--- config.mk ---
export PLATFORM = sky130hd
export DESIGN_NAME = uart_rx_core
export DESIGN_NICKNAME = d
export VERILOG_FILES = /design/src/rtl/uart_rx_pkg.sv /design/src/rtl/uart_rx_sync.sv /design/src/rtl/uart_rx_timer.sv /design/src/rtl/uart_rx_fsm.sv /design/src/rtl/uart_rx_core.sv
export SDC_FILE = /design/constraint.sdc
export NUM_CORES = 1
export LEC_CHECK = 0
export ABC_CLOCK_PERIOD_IN_PS = 3000
export BUFFER_PORTS_ARGS = -buffer_cell sky130_fd_sc_hd__buf_4
export CAP_MARGIN = 0
export CELL_PAD_IN_SITES_DETAIL_PLACEMENT = 2
export CELL_PAD_IN_SITES_GLOBAL_PLACEMENT = 2
export CORE_MARGIN = 5
export CORE_UTILIZATION = 36
export CTS_BUF_LIST = sky130_fd_sc_hd__clkbuf_4
export CTS_CLUSTER_SIZE = 25
export DETAILED_ROUTE_END_ITERATION = 6
export GPL_ROUTABILITY_DRIVEN = 0
export GPL_TIMING_DRIVEN = 1
export PLACE_DENSITY_LB_ADDON = 0.08
export SYNTH_ARGS = -nofsm -noshare
export SYNTH_HDL_FRONTEND = slang
export SYNTH_SLANG_ARGS = --single-unit
--- constraint.sdc ---
create_clock -name clk_i -period 3 [get_ports clk_i]
set_input_delay 0 -clock clk_i [delete_from_list [all_inputs] [get_ports clk_i]]
set_output_delay 0 -clock clk_i [all_outputs]
set_load 0.01 [all_outputs]
--- src/rtl/uart_rx_pkg.sv ---
package uart_rx_pkg;

  typedef enum logic [2:0] {
    ST_IDLE, ST_START, ST_DATA, ST_PAR, ST_STOP, ST_HOLD
  } rx_state_e;

  typedef enum logic [1:0] {
    PAR_NONE = 2'b00, PAR_EVEN = 2'b01, PAR_ODD = 2'b10, PAR_RSVD = 2'b11
  } par_mode_e;

  typedef struct packed {
    logic [1:0] baud;
    logic [1:0] par;
    logic       wide;
    logic [1:0] stop;
  } rx_cfg_t;

  // rounded clock cycles per bit
  function automatic int unsigned bit_div(int unsigned clk_hz, int unsigned rate);
    return (clk_hz + rate / 2) / rate;
  endfunction

endpackage

--- src/rtl/uart_rx_sync.sv ---
module uart_rx_sync #(
  parameter int unsigned STAGES = 2
) (
  input  logic clk_i,
  input  logic rst_ni,
  input  logic d_i,
  output logic q_o
);
  logic [STAGES-1:0] ff_q;

  always_ff @(posedge clk_i or negedge rst_ni) begin
    if (!rst_ni) ff_q <= '1;
    else         ff_q <= {ff_q[STAGES-2:0], d_i};
  end

  assign q_o = ff_q[STAGES-1];
endmodule

--- src/rtl/uart_rx_timer.sv ---
module uart_rx_timer
  import uart_rx_pkg::*;
#(
  parameter int unsigned CLK_HZ = 50_000_000,
  parameter int unsigned CNT_W  = 15
) (
  input  logic       clk_i,
  input  logic       rst_ni,
  input  logic       load_i,
  input  logic       half_i,
  input  logic [1:0] baud_i,
  output logic       tick_o
);
  localparam logic [CNT_W-1:0] DIV_R0 = CNT_W'(bit_div(CLK_HZ, 19200));
  localparam logic [CNT_W-1:0] DIV_R1 = CNT_W'(bit_div(CLK_HZ, 9600));
  localparam logic [CNT_W-1:0] DIV_R2 = CNT_W'(bit_div(CLK_HZ, 4800));
  localparam logic [CNT_W-1:0] DIV_R3 = CNT_W'(bit_div(CLK_HZ, 2400));

  logic [CNT_W-1:0] div, span, cnt_q;
  logic             armed_q;

  always_comb begin
    unique case (baud_i)
      2'b00:   div = DIV_R0;
      2'b01:   div = DIV_R1;
      2'b10:   div = DIV_R2;
      default: div = DIV_R3;
    endcase
  end

  assign span = half_i ? (div >> 1) : div;

  always_ff @(posedge clk_i or negedge rst_ni) begin
    if (!rst_ni) begin
      cnt_q   <= '0;
      armed_q <= 1'b0;
    end else if (load_i) begin
      cnt_q   <= span - CNT_W'(1);
      armed_q <= 1'b1;
    end else if (armed_q) begin
      if (cnt_q == '0) armed_q <= 1'b0;
      else             cnt_q   <= cnt_q - CNT_W'(1);
    end
  end

  assign tick_o = armed_q && (cnt_q == '0);
endmodule

--- src/rtl/uart_rx_fsm.sv ---
module uart_rx_fsm
  import uart_rx_pkg::*;
#(
  parameter int unsigned DATA_W = 9
) (
  input  logic              clk_i,
  input  logic              rst_ni,
  input  logic              rx_s_i,
  input  logic              tick_i,
  input  rx_cfg_t           cfg_i,
  output logic              load_o,
  output logic              half_o,
  output logic [1:0]        baud_o,
  output logic              busy_o,
  output rx_cfg_t           cfg_q_o,
  output logic [DATA_W-1:0] data_o,
  output logic              valid_o,
  output logic              par_err_o,
  output logic              frm_err_o
);
  localparam int unsigned IDX_W = $clog2(DATA_W);

  rx_state_e         st_q, st_d;
  rx_cfg_t           cfg_q;
  logic [DATA_W-1:0] sh_q;
  logic [IDX_W-1:0]  idx_q, last_idx;
  logic              prev_q, par_bit_q, par_en, par_odd;

  assign last_idx = cfg_q.wide ? IDX_W'(DATA_W - 1) : IDX_W'(DATA_W - 2);
  assign par_en   = (cfg_q.par == PAR_EVEN) || (cfg_q.par == PAR_ODD);
  assign par_odd  = (cfg_q.par == PAR_ODD);
  // timer reload in idle must use the live setting
  assign baud_o   = (st_q == ST_IDLE) ? cfg_i.baud : cfg_q.baud;
  assign busy_o   = (st_q != ST_IDLE);
  assign cfg_q_o  = cfg_q;

  always_comb begin
    st_d   = st_q;
    load_o = 1'b0;
    half_o = 1'b0;
    unique case (st_q)
      ST_IDLE: if (prev_q && !rx_s_i) begin
        load_o = 1'b1;
        half_o = 1'b1;
        st_d   = ST_START;
      end
      ST_START: if (tick_i) begin
        if (!rx_s_i) begin
          load_o = 1'b1;
          st_d   = ST_DATA;
        end else begin
          st_d = ST_IDLE;
        end
      end
      ST_DATA: if (tick_i) begin
        load_o = 1'b1;
        if (idx_q == last_idx) st_d = par_en ? ST_PAR : ST_STOP;
      end
      ST_PAR: if (tick_i) begin
        load_o = 1'b1;
        st_d   = ST_STOP;
      end
      ST_STOP: if (tick_i) begin
        unique case (cfg_q.stop)
          2'b01: begin load_o = 1'b1; half_o = 1'b1; st_d = ST_HOLD; end
          2'b10: begin load_o = 1'b1; st_d = ST_HOLD; end
          default: st_d = ST_IDLE;
        endcase
      end
      ST_HOLD: if (tick_i) st_d = ST_IDLE;
      default: st_d = ST_IDLE;
    endcase
  end

  always_ff @(posedge clk_i or negedge rst_ni) begin
    if (!rst_ni) begin
      st_q      <= ST_IDLE;
      cfg_q     <= '0;
      sh_q      <= '0;
      idx_q     <= '0;
      prev_q    <= 1'b1;
      par_bit_q <= 1'b0;
      data_o    <= '0;
      valid_o   <= 1'b0;
      par_err_o <= 1'b0;
      frm_err_o <= 1'b0;
    end else begin
      st_q      <= st_d;
      prev_q    <= rx_s_i;
      valid_o   <= 1'b0;
      par_err_o <= 1'b0;
      frm_err_o <= 1'b0;
      if (st_q == ST_IDLE && st_d == ST_START) begin
        cfg_q <= cfg_i;
        sh_q  <= '0;
        idx_q <= '0;
      end
      if (st_q == ST_DATA && tick_i) begin
        sh_q[idx_q] <= rx_s_i;
        idx_q       <= idx_q + IDX_W'(1);
      end
      if (st_q == ST_PAR && tick_i) par_bit_q <= rx_s_i;
      if (st_q == ST_STOP && tick_i) begin
        valid_o   <= 1'b1;
        data_o    <= sh_q;
        par_err_o <= par_en && ((^sh_q) ^ par_bit_q ^ par_odd);
        frm_err_o <= !rx_s_i;
      end
    end
  end
endmodule

--- src/rtl/uart_rx_core.sv ---
module uart_rx_core
  import uart_rx_pkg::*;
#(
  parameter int unsigned CLK_HZ      = 50_000_000,
  parameter int unsigned DATA_W      = 9,
  parameter int unsigned SYNC_STAGES = 2
) (
  input  logic              clk_i,
  input  logic              rst_ni,
  input  logic              rx_i,
  input  logic [1:0]        baud_sel_i,
  input  logic [1:0]        parity_sel_i,
  input  logic              wide_i,
  input  logic [1:0]        stop_sel_i,
  output logic [DATA_W-1:0] data_o,
  output logic              valid_o,
  output logic              parity_err_o,
  output logic              frame_err_o
);
  localparam int unsigned MAX_DIV = bit_div(CLK_HZ, 2400);
  localparam int unsigned CNT_W   = $clog2(MAX_DIV + 1);

  logic       rx_s, tick, load, half, busy;
  logic [1:0] baud;
  rx_cfg_t    cfg_live, cfg_lat;

  assign cfg_live = '{baud: baud_sel_i, par: parity_sel_i, wide: wide_i, stop: stop_sel_i};

  uart_rx_sync #(.STAGES(SYNC_STAGES)) u_sync (
    .clk_i, .rst_ni, .d_i(rx_i), .q_o(rx_s)
  );

  uart_rx_timer #(.CLK_HZ(CLK_HZ), .CNT_W(CNT_W)) u_timer (
    .clk_i, .rst_ni, .load_i(load), .half_i(half), .baud_i(baud), .tick_o(tick)
  );

  uart_rx_fsm #(.DATA_W(DATA_W)) u_fsm (
    .clk_i, .rst_ni,
    .rx_s_i(rx_s), .tick_i(tick), .cfg_i(cfg_live),
    .load_o(load), .half_o(half), .baud_o(baud),
    .busy_o(busy), .cfg_q_o(cfg_lat),
    .data_o, .valid_o, .par_err_o(parity_err_o), .frm_err_o(frame_err_o)
  );
endmodule

==> flow_summary.ini, run 1 <==
[worst_setup_path]
cp-end-kind = flip-flop
critical_path_peak_fanout = 5
required_ns = 3.32
cp-start-kind = flip-flop
critical_path_arrival_ns = 3.46
critPathKind = flip-flop to flip-flop

[floorplan]
die-width_um = 107
ios = 22
fp.dieArea_sq_um = 11400
start_util_pct = 36.8
core_sq_um = 9200
rows = 35
chipHeight_um = 107

[synth]
synth_ff_type = dfrtp_1
synth.top_cell.area_share_pct = 38.4
synth_edf_count = 0
ys_seq_area_share_pct = 40.7
syn_area_sq_um = 3390
synth-seq-cells = 55
avgSynthCellArea_sq_um = 9.01
synth_area_leaders = dfrtp_1 (38%), nand2_1 (9.0%), ha_1 (4.4%)
syn_nets = 398
synth.largest_area_cell = dfrtp_1
synth.distinct_cells = 77
ys_warn_count = 0
async_flop_share_pct = 100
synth_cells = 376

[timing]
worstMarginPinSlew_ns = 0.713
final_max_slew_viol_count = 0
finClkSkew_ns = 0.0156
hold_ws_ns = 0.147
slew_headroom_pct = 52.4
finalHoldViolCount = 0
period_share_pct = 105
setup_tns_ns = -0.330
max_freq_mhz = 318
setup_slack_ns = -0.142
rsz0062_at_grt = yes
fin_crit_ns = 3.14
setup_viol = 6

[clock_network]
cts_tree = yes
clk_latency_ns = 0.41
h-tree-depth = 2
clock_sinks = 55
cts-root-buf = clkbuf_4
clk_path_buf_depth = 2
cts_made_buffers = 5
clkTransAtPathRegs_ns = 0.18

[layout]
multiInputGateArea_sq_um = 2010
area_delta_synth_final_pct = 33.7
nets = 499
seq_area_sq_um = 1380
antenna_cells = 0
nFillCells = 1010
layout-drive-gt1-share_pct = 35.1

[pwr]
power_density_nw_per_um2 = 735
irDropWorstVdd_mv = 0.364
power_leakage_nw = 2.03
p_total_mw = 3.33

[grt]
grt_pass1_wl_um = 19700
antenna_found_initial = 0
grt_pass1_vias = 3560
grt_overflow_total = 0
grt_max_degree = 56
grt_use_total_pct = 21.9

[route]
drt_iter0_drc = 125
avgRoutedWirePerCell_um = 21.6
num_vias = 3268
dr.pass1.iters = 4
antenna_left = 0
drcViolationCount = 0
routed_wl_um = 12700
viasPerCell = 5.55

[placement]
pre_cts_ws_ns = -0.224
io_buffers = 21
hpwl_um = 8720

[outcome]
failed_checks = setup timing
outcome = finished with violations

[job]
drv_cap = 0

[hold_path]
hold_path_class = input pin to asynchronous set/reset pin
## path summary, 6_finish.rpt
path	startpoint	to	slack [ns]	depth (start not counted)
setup / recovery	u_timer.cnt_q[7]	u_timer.cnt_q[7]	-0.14	9
hold / removal	rst_ni	u_fsm.data_o[7]	0.15	2
setup reg to reg	u_timer.cnt_q[7]	u_timer.cnt_q[7]	-0.14	9
hold reg to reg	u_sync.ff_q[0]	u_sync.ff_q[1]	0.37	0
max in group asynchronous	rst_ni	u_timer.cnt_q[2]	2.37	2
min in group clk_i	rx_i	u_sync.ff_q[0]	0.24	2
## cells in the final DEF, fill, tap and decap left out, types with 4 or more instances in the layout
| cell | count |
|---|---|
| nand4_1 | 6 |
| xor2_1 | 5 |
| nor3_1 | 6 |
| ha_1 | 8 |
| clkbuf_4 | 5 |
| xnor2_1 | 13 |
| dfrtp_1 | 52 |
| nand2_1 | 80 |
| o21ai_0 | 26 |
| nor2_1 | 27 |
| o31ai_1 | 4 |
| inv_1 | 12 |
| nand3_1 | 14 |
| dlygate4sd3_1 | 9 |
| a21oi_1 | 12 |
| buf_4 | 94 |
## critical path, cell delays in order, from the launching register on
cell and delay (ns):
dfrtp_1 0.49, nor4b_2 0.53, and4_1 0.37, a31oi_2 0.20, nor2_4 0.17, o211ai_4 0.10, or4b_4 0.59, or3b_4 0.39
a22oi_2 0.13, a21oi_1 0.08
## per-stage QoR
| step | cells | utilization, % | area [sq um] |
|---|---|---|---|
| after floorplan | 376 | - | 3390 |
| after global placement | 553 | 43.9 | 4040 |
| after detailed placement | 553 | 43.9 | 4040 |
| after CTS | 576 | 47.2 | 4340 |
| after global routing | 589 | 49.3 | 4530 |
| final | 589 | 49.3 | 4530 |
## power by group
part	total (mW)	internal [mW]	switching, mW
sequential	1.03	0.891	0.138
combinational	1.84	0.868	0.976
clock	0.455	0.178	0.277
total	3.33	1.94	1.39
## per-layer routing
metal  global-route usage, %  share of wire [%]
met1                    29.5                 45
met2                    37.7                 49
met3                    2.65                3.8
met4                    5.21                2.2
met5                       0                  0
## registers in the layout, indices dropped and copies added (netlist names)
register and count:
u_timer.armed_q 1, u_fsm.frm_err_o 1, u_fsm.data_o 9, u_fsm.st_q 3, u_fsm.par_err_o 1, u_fsm.valid_o 1
u_fsm.cfg_q_o 7, u_fsm.idx_q 4, u_fsm.prev_q 1, u_timer.cnt_q 15, u_sync.ff_q 2, u_fsm.par_bit_q 1
u_fsm.sh_q 9
## cell usage after synthesis (2+ instances only)
master / count
nand2_1: 81
dfrtp_1: 52
nor2_1: 29
o21ai_0: 27
nand3_1: 15
inv_1: 14
xnor2_1: 13
a21oi_1: 12
ha_1: 12
clkbuf_1: 7
nor3_1: 7
nand4_1: 6
and2_1: 5
xor2_1: 5
buf_6: 4
o31ai_1: 4
a31oi_1: 3
dfstp_2: 3
nand3b_1: 3
nor2_2: 3
nor4_1: 3
o21ai_1: 3
or3_1: 3
a211oi_1: 2
a21boi_0: 2
and4_1: 2
mux2_2: 2
nand2b_1: 2
nor4_2: 2
nor4b_2: 2
o221ai_1: 2
## what timing repair did
action,CTS,global route
gates resized for setup,19,19
pin swaps,6,13
hold buffers,9,0
cloned,0,0
endpoints found under the hold margin,60,0
endpoints found under the setup margin,8,8
buffers inserted,6,13
## layout make-up
| cell class | count | share of cell area (%) |
|---|---|---|
| timing repair buffer | 107 | 18.8 |
| multi-input combinational | 292 | 44.4 |
| sequential | 55 | 30.5 |
| clock inverter | 3 | 1.02 |
| tap | 111 | 3.07 |
| clock buffer | 5 | 0.829 |
| inverter | 16 | 1.44 |
## logic make-up (layout without fill, tap and decap cells)
group,after synthesis,count (layout),synth area share (%)
AO/OA/AOI/OAI,74,74,15.6
XOR/XNOR,18,18,4.65
adder cells (fa/ha/maj),12,12,4.43
buffers and inverters,29,131,4.58
flip-flops,55,55,40.7
multiplexers,3,3,1.11
AND/OR/NAND/NOR,185,185,28.9
(Power assumes the default switching activity.)
==> run 2, diff against run 1 <==
--- a/config.mk
+++ b/config.mk
@@ -10,7 +10,6 @@
 export CAP_MARGIN = 0
 export CELL_PAD_IN_SITES_DETAIL_PLACEMENT = 2
 export CELL_PAD_IN_SITES_GLOBAL_PLACEMENT = 2
-export CORE_MARGIN = 5
 export CORE_UTILIZATION = 36
 export CTS_BUF_LIST = sky130_fd_sc_hd__clkbuf_4
 export CTS_CLUSTER_SIZE = 25
==> run 2 against run 1 <==
- the flow still finishes with violations (setup timing)
- non-clock buffer count shrank 8
- critical path type unchanged
- combinational power grew 2%
- flip-flop and latch count is the same
==> flow_summary.ini, run 2 (synthesis gave the netlist of run 1 again) <==
[floorplan]
rows = 35
chipHeight_um = 99.0
core_sq_um = 9200
ios = 22
die-width_um = 99.0
start_util_pct = 36.8
fp.dieArea_sq_um = 9800

[timing]
setup_tns_ns = -0.0990
final_max_slew_viol_count = 0
hold_ws_ns = 0.171
slew_headroom_pct = 51.7
setup_viol = 3
fin_crit_ns = 3.06
max_freq_mhz = 327
period_share_pct = 102
finClkSkew_ns = 0.0175
rsz0062_at_grt = yes
finalHoldViolCount = 0
setup_slack_ns = -0.0594
worstMarginPinSlew_ns = 0.725

[clock_network]
clk_path_buf_depth = 2
clock_sinks = 55
cts_made_buffers = 5
clkTransAtPathRegs_ns = 0.18
clk_latency_ns = 0.39
cts-root-buf = clkbuf_4
cts_tree = yes
h-tree-depth = 2

[pwr]
power.switching_mw = 1.41
power_density_nw_per_um2 = 740
pwr-share-clk_pct = 13.3
power_leakage_nw = 2.02
p_int_mw = 1.94
p_total_mw = 3.35
irDropWorstVdd_mv = 0.321
power_frac_seq_pct = 30.7
power_switching_share_pct = 42.1
pwr-share-comb_pct = 56.1

[route]
viasPerCell = 5.51
dr.pass1.iters = 4
avgRoutedWirePerCell_um = 21.7
drt_iter0_drc = 99
drcViolationCount = 0
num_vias = 3200
antenna_left = 0
routed_wl_um = 12600

[worst_setup_path]
cp-end-kind = flip-flop
crit_path_start = u_timer.cnt_q[7]
reg2reg_depth = 9
reg2reg_slack_ns = -0.06
cp-start-kind = flip-flop
r2r-start = u_timer.cnt_q[7]
critical_path_arrival_ns = 3.36
critPathKind = flip-flop to flip-flop
required_ns = 3.30
r2r-end = u_timer.cnt_q[7]
critical_path_peak_fanout = 5

[grt]
antenna_found_initial = 0
grt_pass1_vias = 3443
grt_overflow_total = 0
grt_max_degree = 56
grt_use_total_pct = 25.3
grt_pass1_wl_um = 18900

[placement]
placed_area_sq_um = 4070
hpwl_um = 8470
io_buffers = 21
pre_cts_ws_ns = -0.198
dp.cells = 555

[layout]
largest_register = u_timer.cnt_q
area_delta_synth_final_pct = 33.5
layout-drive-gt1-share_pct = 34.7
most-common-layout-cells = buf_4 (85), nand2_1 (78), dfrtp_1 (50), nor2_1 (27), o21ai_0 (25)
top_regs = u_timer.cnt_q x15, u_fsm.data_o x9, u_fsm.sh_q x9
nFillCells = 1003
instances_no_fill = 581
final_common_cell = buf_4
utilization_pct = 49.2
largest_reg_flops = 15
antenna_cells = 0
nets = 491
finalInstanceArea_sq_um = 4520

[hold_path]
hold_path_class = input pin to asynchronous set/reset pin

[outcome]
failed_checks = setup timing
outcome = finished with violations

[job]
drv_cap = 0
==> run 2: power by group through the flow <==
stage	clock network, mW	logic [mW]	registers (mW)
global route	0.476	2.02	1.04
global placement	0	1.42	1.03
floorplan	0	0.838	1.02
detailed placement	0	1.48	1.04
CTS	0.462	1.63	1.02
finish	0.445	1.88	1.03
==> run 2: worst max-delay path by stage <==
| stage | slack, ns | to |
|---|---|---|
| floorplan | 0.009 | u_timer.cnt_q[7] |
| global placement | -0.02 | u_timer.cnt_q[12] |
| detailed placement | -0.20 | u_timer.cnt_q[12] |
| CTS | -0.009 | u_timer.cnt_q[7] |
| global route | -0.15 | u_timer.cnt_q[7] |
| finish | -0.06 | u_timer.cnt_q[7] |
==> run 2: routing by layer <==
layer	track usage, %	share of wire [%]	routed length, um
met5	0	0	0
met1	35.1	46	5790
met2	40.6	48	6050
met3	3.97	4.1	512
met4	7.92	1.9	243
==> run 2: worst max-delay path: stages (launching register included) <==
cell and delay, ns:
dfrtp_1 0.50, nor4b_2 0.38, and4_1 0.34, a31oi_2 0.17, nor2_1 0.28, a211oi_2 0.12
or4b_4 0.58, or3b_4 0.40, a22oi_2 0.14, a21oi_2 0.07
==> run 2: timing repair <==
item / CTS / global route
pin swaps: 5 / 12
endpoints found under the hold margin: 60 / 0
buffers inserted: 5 / 4
resized for setup: 14 / 32
endpoints found under the setup margin: 8 / 8
hold buffers: 9 / 0
==> run 2: area by class of cell <==
class	count	area [sq um]	share of cell area [%]
sequential	55	1380	30.6
multi-input combinational	292	2050	45.3
clock inverter	3	46.3	1.02
clock buffer	5	37.5	0.830
tap	111	139	3.07
inverter	16	65.1	1.44
timing repair buffer	99	802	17.7
